<file path="config.mk">
export PLATFORM = sky130hd
export DESIGN_NAME = vote_session_ctrl
export DESIGN_NICKNAME = d
export VERILOG_FILES = /design/src/rtl/vote_pkg.sv /design/src/rtl/tick_divider.sv /design/src/rtl/vote_tally.sv /design/src/rtl/winner_pick.sv /design/src/rtl/session_fsm.sv /design/src/rtl/vote_session_ctrl.sv
export SDC_FILE = /design/constraint.sdc
export NUM_CORES = 1
export LEC_CHECK = 0
export BUFFER_PORTS_ARGS = -buffer_cell sky130_fd_sc_hd__buf_2
export CAP_MARGIN = 25
export CORE_ASPECT_RATIO = 0.5
export CORE_MARGIN = 5
export CORE_UTILIZATION = 60
export CTS_BUF_LIST = sky130_fd_sc_hd__clkbuf_4 sky130_fd_sc_hd__clkbuf_8 sky130_fd_sc_hd__clkbuf_16
export DETAILED_ROUTE_END_ITERATION = 6
export PLACE_DENSITY_LB_ADDON = 0.2
export SETUP_SLACK_MARGIN = 0.1
export SKIP_LAST_GASP = 1
export SLEW_MARGIN = 20
export SYNTH_ARGS = -nofsm -noshare
export SYNTH_HDL_FRONTEND = slang
export SYNTH_SLANG_ARGS = --single-unit
</file>
<file path="constraint.sdc">
create_clock -name clk -period 6.3 [get_ports clk]
set_clock_uncertainty 0.2 [all_clocks]
set_input_delay 0.315 -clock clk [delete_from_list [all_inputs] [get_ports clk]]
set_output_delay 0.315 -clock clk [all_outputs]
set_load 0.01 [all_outputs]
</file>
<file path="src/rtl/vote_pkg.sv">
package vote_pkg;
  localparam int NCAND = 3;
  localparam int WIN_W = $clog2(NCAND + 1);

  typedef enum logic [2:0] {
    ST_IDLE   = 3'd0,
    ST_ARMED  = 3'd1,
    ST_VOTING = 3'd2,
    ST_CLOSED = 3'd3,
    ST_SHOW   = 3'd4
  } sess_state_t;
endpackage

</file>
<file path="src/rtl/tick_divider.sv">
module tick_divider #(
  parameter int DIV = 100
) (
  input  logic clk,
  input  logic rst,
  output logic tick
);
  localparam int W = (DIV > 1) ? $clog2(DIV) : 1;
  localparam logic [W-1:0] LAST = W'(DIV - 1);

  logic [W-1:0] cnt;

  always_ff @(posedge clk) begin
    if (rst) begin
      cnt  <= '0;
      tick <= 1'b0;
    end else if (cnt == LAST) begin
      cnt  <= '0;
      tick <= 1'b1;
    end else begin
      cnt  <= cnt + 1'b1;
      tick <= 1'b0;
    end
  end
endmodule

</file>
<file path="src/rtl/vote_tally.sv">
module vote_tally #(
  parameter int NCAND    = 3,
  parameter int VOTE_CAP = 99,
  parameter int CNT_W    = 7
) (
  input  logic                        clk,
  input  logic                        rst,
  input  logic                        clear,
  input  logic                        enable,
  input  logic                        slow_tick,
  input  logic [NCAND-1:0]            cand,
  output logic [NCAND-1:0][CNT_W-1:0] counts,
  output logic [CNT_W-1:0]            total
);
  localparam logic [CNT_W-1:0] CAP_V = CNT_W'(VOTE_CAP);

  logic [NCAND-1:0] seen_q;
  logic [NCAND-1:0] fresh;
  logic             accept;

  // a press is fresh when its bit was low at the previous slow tick
  assign fresh  = cand & ~seen_q;
  assign accept = enable && slow_tick && $onehot(cand) && (|fresh) && (total < CAP_V);

  always_ff @(posedge clk) begin
    if (rst) seen_q <= '0;
    else if (slow_tick) seen_q <= cand;
  end

  always_ff @(posedge clk) begin
    if (rst || clear) total <= '0;
    else if (accept) total <= total + 1'b1;
  end

  for (genvar i = 0; i < NCAND; i++) begin : g_cand
    always_ff @(posedge clk) begin
      if (rst || clear) counts[i] <= '0;
      else if (accept && cand[i]) counts[i] <= counts[i] + 1'b1;
    end
  end
endmodule

</file>
<file path="src/rtl/winner_pick.sv">
module winner_pick #(
  parameter int NCAND = 3,
  parameter int CNT_W = 7,
  parameter int WIN_W = 2
) (
  input  logic [NCAND-1:0][CNT_W-1:0] counts,
  output logic [WIN_W-1:0]            winner
);
  logic [CNT_W-1:0] best;
  int               best_idx;
  int               holders;

  always_comb begin
    best     = '0;
    best_idx = 0;
    holders  = 0;
    for (int i = 0; i < NCAND; i++) begin
      if (counts[i] > best) best = counts[i];
    end
    for (int i = 0; i < NCAND; i++) begin
      if (counts[i] == best) begin
        holders  = holders + 1;
        best_idx = i;
      end
    end
    winner = (holders == 1) ? WIN_W'(best_idx + 1) : '0;
  end
endmodule

</file>
<file path="src/rtl/session_fsm.sv">
module session_fsm
  import vote_pkg::*;
(
  input  logic        clk,
  input  logic        rst,
  input  logic        rearm,
  input  logic        cmd,
  input  logic        key_match,
  input  logic        at_cap,
  output sess_state_t state_q,
  output sess_state_t state_d
);
  always_comb begin
    state_d = state_q;
    unique case (state_q)
      ST_IDLE:   if (rearm) state_d = ST_ARMED;
      ST_ARMED:  if (cmd && key_match) state_d = ST_VOTING;
      ST_VOTING: if ((cmd && key_match) || at_cap) state_d = ST_CLOSED;
      ST_CLOSED: state_d = ST_SHOW;
      ST_SHOW:   if (rearm) state_d = ST_IDLE;
      default:   state_d = ST_IDLE;
    endcase
  end

  always_ff @(posedge clk) begin
    if (rst) state_q <= ST_IDLE;
    else state_q <= state_d;
  end
endmodule

</file>
<file path="src/rtl/vote_session_ctrl.sv">
module vote_session_ctrl
  import vote_pkg::*;
#(
  parameter logic [15:0] KEY      = 16'hC3A5,
  parameter int          VOTE_CAP = 99,
  parameter int          SLOW_DIV = 100_000_000,
  parameter int          FAST_DIV = 50_000_000,
  parameter int          CNT_W    = $clog2(VOTE_CAP + 1)
) (
  input  logic             clk,
  input  logic             rst,
  input  logic             rearm_btn,
  input  logic             officer_btn,
  input  logic [15:0]      key_sw,
  input  logic [2:0]       cand_btn,
  output logic [CNT_W-1:0] total_votes,
  output logic [1:0]       winner,
  output logic             winner_valid,
  output logic             key_ok_led,
  output logic [1:0]       flash_leds,
  output logic [2:0]       session_state
);
  localparam logic [CNT_W-1:0] CAP_V = CNT_W'(VOTE_CAP);

  logic                        slow_tick, fast_tick;
  logic                        officer_q, rearm_q;
  logic                        cmd, rearm;
  logic                        key_match;
  sess_state_t                 state_q, state_d;
  logic [NCAND-1:0][CNT_W-1:0] counts;
  logic [WIN_W-1:0]            pick;

  tick_divider #(.DIV(SLOW_DIV)) u_slow (.clk(clk), .rst(rst), .tick(slow_tick));
  tick_divider #(.DIV(FAST_DIV)) u_fast (.clk(clk), .rst(rst), .tick(fast_tick));

  // rising-edge detection on the officer and rearm buttons
  always_ff @(posedge clk) begin
    if (rst) begin
      officer_q <= 1'b0;
      rearm_q   <= 1'b0;
    end else begin
      officer_q <= officer_btn;
      rearm_q   <= rearm_btn;
    end
  end

  assign cmd       = officer_btn & ~officer_q;
  assign rearm     = rearm_btn & ~rearm_q;
  assign key_match = (key_sw == KEY);

  session_fsm u_fsm (
    .clk      (clk),
    .rst      (rst),
    .rearm    (rearm),
    .cmd      (cmd),
    .key_match(key_match),
    .at_cap   (total_votes >= CAP_V),
    .state_q  (state_q),
    .state_d  (state_d)
  );

  vote_tally #(.NCAND(NCAND), .VOTE_CAP(VOTE_CAP), .CNT_W(CNT_W)) u_tally (
    .clk      (clk),
    .rst      (rst),
    .clear    ((state_q == ST_SHOW) && rearm),
    .enable   (state_q == ST_VOTING),
    .slow_tick(slow_tick),
    .cand     (cand_btn),
    .counts   (counts),
    .total    (total_votes)
  );

  winner_pick #(.NCAND(NCAND), .CNT_W(CNT_W), .WIN_W(WIN_W)) u_pick (
    .counts(counts),
    .winner(pick)
  );

  always_ff @(posedge clk) begin
    if (rst) begin
      winner       <= '0;
      winner_valid <= 1'b0;
    end else if (state_q == ST_CLOSED) begin
      winner       <= pick;
      winner_valid <= 1'b1;
    end else if (state_d != ST_SHOW) begin
      winner       <= '0;
      winner_valid <= 1'b0;
    end
  end

  always_ff @(posedge clk) begin
    if (rst) key_ok_led <= 1'b0;
    else key_ok_led <= (state_d == ST_VOTING) || (state_d == ST_CLOSED) || (state_d == ST_SHOW);
  end

  always_ff @(posedge clk) begin
    if (rst) flash_leds <= 2'b00;
    else if (state_q != ST_VOTING) flash_leds <= 2'b00;
    else if (flash_leds == 2'b00) flash_leds <= 2'b01;
    else if (fast_tick) flash_leds <= ~flash_leds;
  end

  assign session_state = state_q;
endmodule

</file>
; Yosys cells after proc, flatten, opt, wreduce, memory -nomap -nowiden
; Cells that the tools add are included.
; W data, S select, Z words.
[word_totals]
ff_bits = 97
in_bits = 23
output_inout_bits = 16
word_cells = 101
[classes]
addsub = 11
order_cmp = 5
n_eq_ne = 17
muxes = 22
bitwise_logic = 7
reduce_logical = 22
[op_table]
columns = operator, n
row1 = $mux W32, 2
row2 = $add A32 B2 Y32 const B, 1
row3 = $eq A32 B2 Y1 const B, 1
row4 = $add A7 B1 Y7 const B, 4
row5 = $add A27 B1 Y27 const B, 1
row6 = $eq A27 B27 Y1 const B, 1
row7 = $add A26 B1 Y26 const B, 1
row8 = $eq A26 B26 Y1 const B, 1
row9 = $eq A7 B7 Y1, 3
row10 = $mux W7, 3
row11 = $eq A16 B16 Y1 const B, 1
row12 = $pmux W3 S5, 1
row13 = $gt A7 B7 Y1, 2
row14 = $eq A3 B2 Y1 const B, 4
row15 = $mux W3, 4
row16 = $logic_and A1 B1 Y1, 9
row17 = $mux W1, 8
row18 = $mux W2, 4
row19 = $ge A7 B7 Y1 const B, 1
row20 = $gt A7 B1 Y1 const B, 1
row21 = $lt A7 B7 Y1 const B, 1
row22 = $eq A3 B3 Y1 const B, 2
row23 = $reduce_or A2 Y1, 3
row24 = $reduce_or A3 Y1, 2
row25 = other kinds (17), 23

; Depth between registers and ports, before layout
; Gate-level depths: netlist (run 1).
[logic_depth]
word_depth = 15
ltp_mapped = 24
depth_no_buf = 24

; By module
; From an unflattened synthesis (run 1), not the netlist that was laid out.
[unflattened]
cells_unflattened = 670
area_unflattened_um2 = 5764.3
[modules_own_cells]
columns = mod, n_inst, cells_each, area_each_um2, seq_area_each_um2
row1 = vote_tally, 1, 184, 1599.0, 620.6
row2 = tick_divider at u_slow, 1, 154, 1370.1, 560.5
row3 = tick_divider at u_fast, 1, 141, 1244.9, 540.5
row4 = winner_pick, 1, 129, 1003.5, 0.0
row5 = vote_session_ctrl, 1, 45, 396.6, 160.2
row6 = session_fsm, 1, 17, 150.1, 60.1

; Least setup slack after synthesis (run 1)
; Ideal clock, no wire load.
[synth_timing]
kind = register to register
from = reg u_tally.counts[3] in the netlist's numbering
to = reg winner[0]
setup_ps = 84
arrival_time_ps = 4952
t_required_ps = 6016
setup_slack_ps = 1064
stages_incl_launch_ff = 23
path_buffers = 1
period_less_slack_ps = 5236
path_cell_list = dfxtp_1 buf_6 or4_4 o21a_2 ha_1 nand3b_1 a21o_1 a21oi_2 mux2_1 inv_1 ha_1 o21a_1 o21a_1 nor3_4 mux2_2 xnor2_1 nor4_1 and4_1 ha_1 nand3b_1 a21oi_1 a22oi_1 o31ai_2
[synth_between]
elab_chain_len = 15
word_cells_on_any_way = 20
cone_classes = 3 x add/sub / 3 x order compare / 4 x eq/ne / 10 x mux
[synth_lines]
columns = element, line_no
row1 = from (decl), vote_tally.sv:12  ; output logic [NCAND-1:0][CNT_W-1:0] counts,
row2 = "from (signal, indexed assignment)", vote_tally.sv:38  ; else if (accept && cand[i]) counts[i] <= counts[i] + 1'b1;
row3 = $gt A7 B1 Y1, winner_pick.sv:18  ; if (counts[i] > best) best = counts[i];
row4 = $mux W7, winner_pick.sv:18
row5 = $gt A7 B7 Y1, winner_pick.sv:18
row6 = $mux W7, winner_pick.sv:18
row7 = $gt A7 B7 Y1, winner_pick.sv:18
row8 = $mux W7, winner_pick.sv:18
row9 = $eq A7 B7 Y1, winner_pick.sv:21  ; if (counts[i] == best) begin
row10 = $mux W1, winner_pick.sv:21
row11 = $add A1 B1 Y2, winner_pick.sv:22  ; holders = holders + 1;
row12 = $mux W32, winner_pick.sv:21
row13 = $add A32 B2 Y32, winner_pick.sv:22
row14 = $mux W32, winner_pick.sv:21
row15 = $eq A32 B2 Y1, winner_pick.sv:26  ; winner = (holders == 1) ? WIN_W'(best_idx + 1) : '0;
row16 = $mux W2 *, winner_pick.sv:26
row17 = $mux W2 *, vote_session_ctrl.sv:82  ; end else if (state_q == ST_CLOSED) begin
row18 = to (signal assigned), vote_session_ctrl.sv:83  ; winner <= pick;
row19 = to (decl), vote_session_ctrl.sv:17  ; output logic [1:0] winner,
; Every way passes the cells marked *; elsewhere a longest branch is shown, timed or not.
; A chain may end at the register's enable or synchronous reset.

; Worst setup path after layout (run 1)
[layout_timing]
from = reg u_tally.counts[3] in the netlist's numbering
to = reg winner[1]
; Same word-level chain as after synthesis.

==> results of run 1 <==
[cells in the mapped netlist, drive strengths merged (5+ instances only)]
cell | instances | area, um2
o21ai | 9 | 56.3
nand2b | 5 | 38.8
clkbuf | 14 | 52.6
nand2 | 38 | 143
mux2i | 11 | 110
and4 | 5 | 43.8
nor4 | 7 | 43.8
nand3b | 7 | 52.6
nor2b | 8 | 50.1
inv | 26 | 97.6
xor2 | 38 | 333
ha | 23 | 288
and2 | 5 | 31.3
nand3 | 38 | 190
dfxtp | 97 | 1940
nor2 | 107 | 402
xnor2 | 52 | 455
and3 | 15 | 93.8
o21a | 5 | 38.8
nand4 | 12 | 81.3
nor3 | 9 | 56.3
buf | 5 | 32.5
a21oi | 22 | 129
[final cells by class]
cell class              instances  area, um2  share of cell area, %
repair buffers                 40        210                   3.63
clock buffers                  12        267                   4.61
well taps                     117        146                   2.53
multi-input cells             462       3100                   53.5
flip-flops and latches         97       1940                   33.6
clock inverters                 4       26.3                  0.454
inverters                      26       97.6                   1.69
[placed cells by master, fill, tap and decap left out, types with 17 or more instances in the layout]
cell type | synthesis | final
buf_2 | 2 | 38
xnor2_1 | 52 | 52
dfxtp_1 | 97 | 97
inv_1 | 24 | 24
a21oi_1 | 17 | 17
nor2_1 | 107 | 107
ha_1 | 23 | 23
xor2_1 | 38 | 38
nand3_1 | 38 | 38
nand2_1 | 38 | 38
[repair_timing]
| action | 4_1_cts | 5_1_grt |
|---|---|---|
| hold buffers | 1 | 1 |
| setup endpoints to repair | 0 | 0 |
| endpoints found under the hold margin | 1 | 1 |
[power groups by stage]
stage	Sequential (W)	Clock [W]	Combinational, W
5_1_grt	0.000621	0.000571	0.0000362
3_5_place_dp	0.000635	0	0.0000310
3_3_place_gp	0.000635	0	0.0000302
2_1_floorplan	0.000635	0	0.0000197
4_1_cts	0.000621	0.000541	0.0000316
6_report	0.000621	0.000528	0.0000315
[cells by family after synthesis]
kind of cell               Yosys count  share of synthesized area [%]
AOI/OAI and AO/OA                   61                           9.23
xor gates and xnor gates            90                           15.1
adders and majority gates           24                           5.90
buffers and inverters               45                           3.50
DFF                                 97                           37.2
muxes                               14                           2.83
and+or+nand+nor                    273                           26.2
[worst max path at each step]
| stage | endpoint | slack, ns | cells past startpoint |
|---|---|---|---|
| 2_1_floorplan | winner[0] | 1.06 | 22 |
| 3_3_place_gp | winner[1] | 0.83 | 21 |
| 3_5_place_dp | winner[1] | 0.69 | 21 |
| 4_1_cts | winner[1] | 0.67 | 21 |
| 5_1_grt | winner[1] | 0.24 | 21 |
| 6_report | winner[1] | 0.68 | 21 |
[tightest hold or removal path, cell delays in order]
cell     delay, ns
buf_2         0.10
mux2i_1       0.07
nor2_1        0.07
[sequential cells by signal, summed over array words and instances (netlist names)]
register / count
u_slow.tick: 1
u_fsm.state_q: 3
u_tally.seen_q: 3
u_slow.cnt: 27
rearm_q: 1
officer_q: 1
u_fast.tick: 1
flash_leds: 2
winner: 2
key_ok_led: 1
u_tally.total: 7
u_fast.cnt: 26
winner_valid: 1
u_tally.counts: 21
[stage by stage]
stage | instances | setup slack (ns)
global route | 758 | 0.235
CTS | 757 | 0.666
global placement | 740 | 0.832
detailed placement | 740 | 0.685
floorplan | 604 | 1.06
finish | 758 | 0.681
[metal layers]
metal	GRT usage (%)	wire (um)
met3	5.16	356
met5	0	0
met4	6.90	191
met2	34.8	5120
met1	25.1	4780
==> qor.yml, run 1 <==
run_status:
  status: "completed"
placement:
  gp_congestion: 0.901
  numPortBuffers: 38
  postPlaceCellArea_um2: 5470
  hpwl_um: 7640
timing:
  hold_violations: 0
  tns_ns: 0
  finalSetupViolCount: 0
  slew_headroom_pct: 59.9
  max_freq_mhz: 178
  drv_slew: 0
  fin_crit_ns: 5.62
  fin_hold_ws_ns: 0.0519
  worstMarginPinSlew_ns: 0.595
  rsz0062_at_grt: "false"
  fin_crit_sh_pct: 89.2
setup_path:
  cp_top_family: "compound AO/OA/AOI/OAI gates"
  path_buf_inv: 0
  critPathMaxStageDelay_ns: 0.56
  r2r_end: "winner[1]"
  crit_fanout: 8
  crit_top_cell: "ha_1"
  cp_cell_sequence: "or4_4, o21a_2, ha_1, nand3b_1, a21oi_2, o21ai_0, o21ai_0, ha_1, nor2b_1, o21a_1, o21a_1, o31ai_4, mux2i_1, xnor2_1, nor4_1, and4_1, ha_1, nand3b_1, a21oi_1, a22oi_1, o31ai_2"
  r2r-start: "u_tally.counts[3]"
  path_class: "reg2reg"
  slowest_stage: "or4_4"
  cp-start-kind: "register"
  critPathCaptureType: "register"
  regToRegSetupSlack_ns: 0.68
  cp.arrival_ns: 5.68
  crit_start: "u_tally.counts[3]"
  rr_worst_depth: 21
  critPathRequiredTime_ns: 6.36
yosys:
  ys.flop_type: "dfxtp_1"
  synth_nets: 651
  ys_ff_latch: 97
  ys_types: 69
  async_flop_share_pct: 0
  synth_enable_flop_cells: 0
  syn_area_per_cell_um2: 8.64
  ys_seq_area_share_pct: 37.2
  yosys_warnings: 0
  syn_inst: 604
  syn_area_um2: 5220
die:
  coreArea_um2: 8590
  initial_core_util_pct: 60.8
  ios: 39
  die_h_um: 76.0
  dieArea_um2: 10800
  die_width_um: 142
  num_rows: 24
global_route:
  grt_max_degree: 29
  grt-ovfl-total: 0
  grt_pass1_wl_um: 18400
  antenna_found_initial: 0
  grt_use_total_pct: 20.4
  grt_pass1_vias: 4088
routing:
  via_per_inst: 5.49
  drt-pass1-iter-count: 4
  finalWirelength_um: 10500
  drtAntennaViolNets: 0
  vias: 4160
  drt_iter0_markers: 166
  wl_per_cell_um: 13.8
  drc: 0
finish:
  final_nets: 683
  area_delta_synth_final_pct: 10.8
  drive_gt1_share_pct: 12.6
  n_fill_cell: 753
  design_area_um2: 5780
  final_util_pct: 67.4
  antennaDiodeCount: 0
clocking:
  cts_max_level: 3
  cts_buffers: 9
  cts.repair.resized: 0
  clk_pin_slew_ns: 0.06
  clockBufferDepth: 2
  cts_tree: "built"
  post_cts_buffers: 0
  cts.sinks: 97
  clock_latency_ns: 0.34
  cts-root-buf: "clkbuf_16"
power_and_ir_drop:
  p_int_w: 0.000930
  ir_drop_v: 0.000160
  totalPowerFinal_w: 0.00118
  switchingPower_w: 0.000251
  p_comb_share_pct: 2.7
  power_density_nw_per_um2: 204
  seqPwrFrac_pct: 52.6
  clkPwrFrac_pct: 44.7
  p_leak_nw: 2.27
  switching_share_pct: 21.3
min_path:
  min_path_cells: 3
  hold_end: "u_tally.seen_q[2]"
  worstHoldStart: "cand_btn[2]"
  hold_path_class: "in2reg"
job:
  maxCapViolations: 0
Power figures use the tool's default switching activity.
==> run 2, diff against run 1 <==
--- a/config.mk
+++ b/config.mk
@@ -5,11 +5,12 @@
 export SDC_FILE = /design/constraint.sdc
 export NUM_CORES = 1
 export LEC_CHECK = 0
+export ABC_AREA = 1
 export BUFFER_PORTS_ARGS = -buffer_cell sky130_fd_sc_hd__buf_2
 export CAP_MARGIN = 25
 export CORE_ASPECT_RATIO = 0.5
 export CORE_MARGIN = 5
-export CORE_UTILIZATION = 60
+export CORE_UTILIZATION = 61
 export CTS_BUF_LIST = sky130_fd_sc_hd__clkbuf_4 sky130_fd_sc_hd__clkbuf_8 sky130_fd_sc_hd__clkbuf_16
 export DETAILED_ROUTE_END_ITERATION = 6
 export PLACE_DENSITY_LB_ADDON = 0.2
==> run 2 against run 1 <==
  * Core utilization is 3.5 points higher
  * Die area is 5.5% higher
  * Power is 3.5% higher
  * Maximum frequency is 10% higher
  * Register-to-register slack better by 0.53 ns
  * Combinational power is 26% higher
  * Synthesized area is 7.9% higher
  * Worst hold slack better by 0.078 ns
  * Routed wire length is 24% higher
  * Count of clock-buffer cells in the layout is 2 lower
  * Largest cell class unchanged
==> qor.yml, run 2 <==
run_status:
  status: "completed"
clocking:
  clk_pin_slew_ns: 0.07  # about the same
  cts_tree: "built"
  cts_max_level: 3  # unchanged
  cts.repair.resized: 0  # unchanged
  clockBufferDepth: 2  # unchanged
  cts_buffers: 9  # unchanged
  cts.sinks: 97  # unchanged
  cts-root-buf: "clkbuf_16"
  clock_latency_ns: 0.35  # about the same
routing:
  drc: 0  # unchanged
  drt_iter0_markers: 361  # +120%
  wl_per_cell_um: 13.3  # -3.2%
  vias: 5351  # +29%
  drtAntennaViolNets: 0  # unchanged
  finalWirelength_um: 12900  # +24%
  via_per_inst: 5.52  # +0.62%
  drt-pass1-iter-count: 5  # +1
setup_path:
  crit_fanout: 21  # +13
  critPathRequiredTime_ns: 6.38  # +0.02 ns
  crit_top_cell: "nand2_1"
  cp_top_family: "simple AND/OR/NAND/NOR gates"
  path_class: "reg2reg"
  path_buf_inv: 5  # +5
  cp.arrival_ns: 5.16  # -0.52 ns
  slowest_stage: "dfxtp_1"
  cp-start-kind: "register"
  critPathCaptureType: "register"
  critPathMaxStageDelay_ns: 0.40  # -0.16 ns
yosys:
  synth_compound_area_share_pct: 11.4  # +2.2 points
  async_flop_share_pct: 0  # unchanged
  yosysMostFrequentCell: "nand2_1"
  yosysTopAreaCellShare_pct: 34.5  # -2.7 points
  ys_types: 46  # -33%
  ys_seq_area_share_pct: 34.5  # -2.7 points
  synth.area.mux_share_pct: 0  # -2.8 points
  yosys_warnings: 0  # unchanged
  synth_nets: 849  # +30%
  synthXorXnorAreaFrac_pct: 1.40  # -14 points
  synth_enable_flop_cells: 0  # unchanged
  ys.flop_type: "dfxtp_1"
  synthTopCellsByCount: "nand2_1 (142), inv_1 (126), dfxtp_1 (97)"
  synth_largest_area_cell: "dfxtp_1"
  yosys-top-cells-area: "dfxtp_1 (34%), nand2_1 (9.5%), inv_1 (8.4%)"
  syn_area_um2: 5630  # +7.9%
  synth_fa_ha_area_share_pct: 5.46  # -0.43 points
  synthSimpleGateAreaFrac_pct: 37.5  # +11 points
  syn_inst: 802  # +33%
  ys_ff_latch: 97  # unchanged
  syn_area_per_cell_um2: 7.03  # -19%
  synth_top_family_by_area: "simple AND/OR/NAND/NOR gates"
timing:
  setup_slack_ns: 1.21  # +0.534 ns
  tns_ns: 0  # unchanged
  fin_crit_sh_pct: 80.7  # -8.5 points
  worstMarginPinSlew_ns: 0.662  # +0.0671 ns
  rsz0062_at_grt: "false"
  slew_headroom_pct: 55.7  # -4.2 points
  finalSetupViolCount: 0  # unchanged
  drv_slew: 0  # unchanged
  hold_violations: 0  # unchanged
  max_freq_mhz: 197  # +10%
  fin_crit_ns: 5.09  # -0.534 ns
die:
  ios: 39  # unchanged
  num_rows: 24  # unchanged
  die_width_um: 146  # +2.8%
  die_h_um: 78.0  # +2.6%
  dieArea_um2: 11400  # +5.5%
  initial_core_util_pct: 63.6  # +2.8 points
  coreArea_um2: 8860  # +3.1%
finish:
  largest_reg_flops: 27  # unchanged
  area_delta_synth_final_pct: 11.3
  top_regs: "u_slow.cnt: 27 flops, u_fast.cnt: 26 flops, u_tally.counts: 21 flops"
  final_cell_mix: "nand2_1 (142), inv_1 (126), dfxtp_1 (97)"
  drive_gt1_share_pct: 15.1  # +2.5 points
  layout_commonest_cell: "nand2_1"
  final_nets: 894  # +31%
  antennaDiodeCount: 0  # unchanged
  design_area_um2: 6270  # +8.4%
  final_util_pct: 70.8  # +3.5 points
  top_register: "u_slow.cnt"
placement:
  hpwl_um: 9930  # +30%
  postPlaceCellArea_um2: 5940  # +8.6%
  gp_congestion: 0.932  # +3.5%
  numPortBuffers: 38  # unchanged
  dp_slack_ns: 1.28  # +0.595 ns
power_and_ir_drop:
  p_leak_nw: 2.58  # +14%
  ir_drop_v: 0.000131  # -18%
  power_density_nw_per_um2: 195  # -4.5%
global_route:
  grt_use_total_pct: 23.1  # +2.7 points
  grt_pass1_wl_um: 22000  # +20%
  grt_max_degree: 22  # -24%
  grt_pass1_vias: 4867  # +19%
  antenna_found_initial: 0  # unchanged
  grt-ovfl-total: 0  # unchanged
job:
  maxCapViolations: 0  # unchanged
min_path:
  hold_path_class: "in2reg"
-- run 2: cell types whose count changed after synthesis, moves of 19 or more --
cell     change
a21oi_1     +51
inv_1      +102
nand2_1    +104
nand2_2     +19
nand3_1     +26
nor2_1      -45
nor3_1      +26
o21ai_0     +27
xnor2_1     -48
xor2_1      -33
-- run 2: cell families after synthesis --
family,count (synthesis)
AND/OR/NAND/NOR,409
buffers and inverters,142
AO/OA/AOI/OAI,121
flip-flops,97
adder cells (fa/ha/maj),24
XOR/XNOR,9
-- run 2: final cells by class --
type / instances / area, um2
fillers: 729 / 2590
multi-input cells: 563 / 3140
flip-flops and latches: 97 / 1940
well taps: 117 / 146
inverters: 134 / 504
repair buffers: 42 / 225
clock inverters: 6 / 71.3
clock buffers: 10 / 239
-- run 2: path summary, 6_finish.rpt --
kind                startpoint            end  slack, ns  depth (start not counted)
max          u_tally.counts[0]      winner[1]       1.21                         33
min                        rst    u_fast.tick       0.13                          2
max reg2reg  u_tally.counts[0]      winner[1]       1.21                         33
min reg2reg      u_slow.cnt[0]  u_slow.cnt[0]       0.25                          1
-- run 2: per-layer routing --
metal,GRT usage [%],up-vias,wire (um)
li1,-,2744,-
met1,29.2,2452,5960
met2,40.0,131,6100
met3,4.54,24,618
met4,8.05,0,247
met5,0,-,0
-- run 2: metrics by stage --
stage / power (W) / std cells / hold WS [ns]
floorplan: 0.000658 / 802 / 0.194
global placement: 0.000671 / 951 / 0.227
detailed placement: 0.000673 / 951 / 0.242
CTS: 0.00123 / 969 / 0.121
global route: 0.00127 / 969 / 0.134
finish: 0.00122 / 969 / 0.130
-- run 2: power breakdown --
group	internal [W]	leakage (nW)	total, W	switching [W]
Clock	0.000323	0.151	0.000563	0.000240
Sequential	0.000617	0.783	0.000620	0.00000293
Combinational	0.0000148	1.64	0.0000396	0.0000247
-- run 2: repair_timing --
item | in CTS | in global routing
endpoints found under the hold margin | 2 | 0
setup buffers | 0 | 0
hold buffers | 2 | 0
==> run 3, diff against run 2 <==
--- a/config.mk
+++ b/config.mk
@@ -10,7 +10,7 @@
 export CAP_MARGIN = 25
 export CORE_ASPECT_RATIO = 0.5
 export CORE_MARGIN = 5
-export CORE_UTILIZATION = 61
+export CORE_UTILIZATION = 55
 export CTS_BUF_LIST = sky130_fd_sc_hd__clkbuf_4 sky130_fd_sc_hd__clkbuf_8 sky130_fd_sc_hd__clkbuf_16
 export DETAILED_ROUTE_END_ITERATION = 6
 export PLACE_DENSITY_LB_ADDON = 0.2
==> constraint.sdc (replaced) <==
create_clock -name clk -period 4.55 [get_ports clk]
set_clock_uncertainty 0.2 [all_clocks]
set_input_delay 0.2275 -clock clk [delete_from_list [all_inputs] [get_ports clk]]
set_output_delay 0.2275 -clock clk [all_outputs]
set_load 0.01 [all_outputs]
==> run 3 against run 2 <==
  * Worst hold slack got worse by 0.084 ns
  * Count of clock-buffer cells in the layout grew 1
  * Via count grew 4.7%
  * Critical path depth is 2 lower
  * Cell count up 6.2%
  * Largest cell class unchanged
==> qor.yml, run 3 (synthesis gave the netlist of run 2 again) <==
run_status:
  status: "completed"
timing:
  slew_headroom_pct: 56.4  # +0.64 points
  max_freq_mhz: 224  # +14%
  drv_slew: 0  # unchanged
  fin_hold_ws_ns: 0.0454  # -0.0842 ns
  tns_ns: 0  # unchanged
  finalSetupViolCount: 0  # unchanged
  hold_violations: 0  # unchanged
  fin_crit_ns: 4.47  # -0.617 ns
  fin_crit_sh_pct: 98.2  # +17 points
  worstMarginPinSlew_ns: 0.653  # -0.00953 ns
finish:
  top_register: "u_slow.cnt"
  final_util_pct: 70.1  # -0.66 points
  area_delta_synth_final_pct: 26.0
  final_cell_mix: "nand2_1 (122), inv_1 (119), dfxtp_1 (91)"
  largest_reg_flops: 27  # unchanged
  top_regs: "u_slow.cnt: 27 flops, u_fast.cnt: 26 flops, u_tally.counts: 21 flops"
  final_nets: 931  # +4.1%
  drive_gt1_share_pct: 26.8  # +12 points
  layout_commonest_cell: "nand2_1"
  fin_cells: 1029  # +6.2%
  antennaDiodeCount: 0  # unchanged
die:
  num_rows: 26  # +8.3%
  initial_core_util_pct: 55.7  # -7.9 points
  die_h_um: 81.6  # +4.6%
  ios: 39  # unchanged
  die_width_um: 153  # +4.9%
  dieArea_um2: 12500  # +9.8%
  coreArea_um2: 10100  # +14%
routing:
  drt-pass1-iter-count: 5  # unchanged
  wl_per_cell_um: 14.2  # +6.2%
  vias: 5603  # +4.7%
  via_per_inst: 5.45  # -1.4%
  drt_iter0_markers: 472  # +31%
  drtAntennaViolNets: 0  # unchanged
  drc: 0  # unchanged
  finalWirelength_um: 14600  # +13%
setup_path:
  r2r_end: "winner[0]"
  r2r-start: "u_tally.counts[6]"
  path_class: "reg2reg"
  critPathMaxStageDelay_ns: 0.37  # -0.03 ns
  cp.arrival_ns: 4.54  # -0.62 ns
  crit_start: "u_tally.counts[6]"
  rr_worst_depth: 31  # -6.1%
  crit_top_cell: "nand2_2"
  critPathRequiredTime_ns: 4.62  # -1.76 ns
  crit_fanout: 6  # -71%
  regToRegSetupSlack_ns: 0.08  # -1.13 ns
  cp-start-kind: "register"
  slowest_stage: "dfxtp_4"
  critPathCaptureType: "register"
  endpoint: "winner[0]"
global_route:
  grt-ovfl-total: 0  # unchanged
  grt_use_total_pct: 21.1  # -2.0 points
  grt_max_degree: 20  # -9.1%
  grt_pass1_vias: 4857  # -0.21%
  antenna_found_initial: 0  # unchanged
  grt_pass1_wl_um: 22100  # +0.31%
min_path:
  hold_path_class: "in2reg"
  worstHoldStart: "cand_btn[2]"
clocking:
  clk_pin_slew_ns: 0.07  # about the same
  cts_max_level: 3  # unchanged
  cts_buffers: 9  # unchanged
  clock_latency_ns: 0.34  # about the same
  cts_tree: "built"
  clockBufferDepth: 2  # unchanged
  cts-root-buf: "clkbuf_16"
  cts.sinks: 97  # unchanged
power_and_ir_drop:
  p_leak_nw: 2.86  # +11%
  power_density_nw_per_um2: 241  # +24%
  ir_drop_v: 0.000229  # +74%
placement:
  hpwl_um: 9940  # +0.12%
  placedCellCount: 989  # +4.0%
  numPortBuffers: 38  # unchanged
  gp_congestion: 0.993  # +6.5%
job:
  maxCapViolations: 0  # unchanged
==> run 3: timing repair <==
action | in CTS | in global routing
setup endpoints to repair | 2 | 2
gates resized for setup | 6 | 110
pin swaps | 1 | 43
hold buffers | 2 | 0
endpoints found under the hold margin | 2 | 0
setup buffers | 1 | 20
cloned | 1 | 0
==> run 3: final cells by class <==
class                   instances  area [um2]
multi-input cells             563        3600
fillers                       811        3020
flip-flops and latches         97        1950
repair buffers                 79         539
inverters                     134         509
clock buffers                  11         253
well taps                     140         175
clock inverters                 5        66.3
==> run 3: layer usage <==
metal  track usage [%]  routed length, um
met5                 0                  0
met4              6.40                340
met3              4.11                923
met2              37.2               7020
met1              26.8               6290
==> run 3: worst min-delay path by stage <==
stage | end | slack (ns) | cells past startpoint
CTS | u_fsm.state_q[1] | 0.03 | 2
global route | u_slow.tick | 0.06 | 2
finish | u_tally.seen_q[2] | 0.05 | 3
global placement | u_fast.cnt[0] | 0.23 | 1
floorplan | u_slow.cnt[6] | 0.11 | 1
detailed placement | u_fast.cnt[0] | 0.25 | 1
==> run 3: metrics by stage <==
step           power, W  instance area, um2  setup slack (ns)
3_5_place_dp   0.000932                6080           -0.0265
3_3_place_gp   0.000929                6080             0.131
4_1_cts         0.00173                6460             0.114
6_report        0.00171                7100            0.0817
5_1_grt         0.00177                7100           -0.0956
2_1_floorplan  0.000912                5630             0.357
==> run 3: report_power, final <==
part / switching [W] / internal, W / total [W] / leakage, nW
Clock: 0.000334 / 0.000464 / 0.000798 / 0.155
Sequential: 0.00000412 / 0.000853 / 0.000858 / 0.787
Combinational: 0.0000347 / 0.0000207 / 0.0000554 / 1.91
==> run 3: worst max-delay path, delay by kind of cell, from the launching register on <==
kind	cells	cell delay, ns
AND/OR/NAND/NOR	21	2.04
AO/OA/AOI/OAI	1	0.15
buffers and inverters	6	0.79
flip-flops	1	0.37
adder cells (fa/ha/maj)	3	0.84
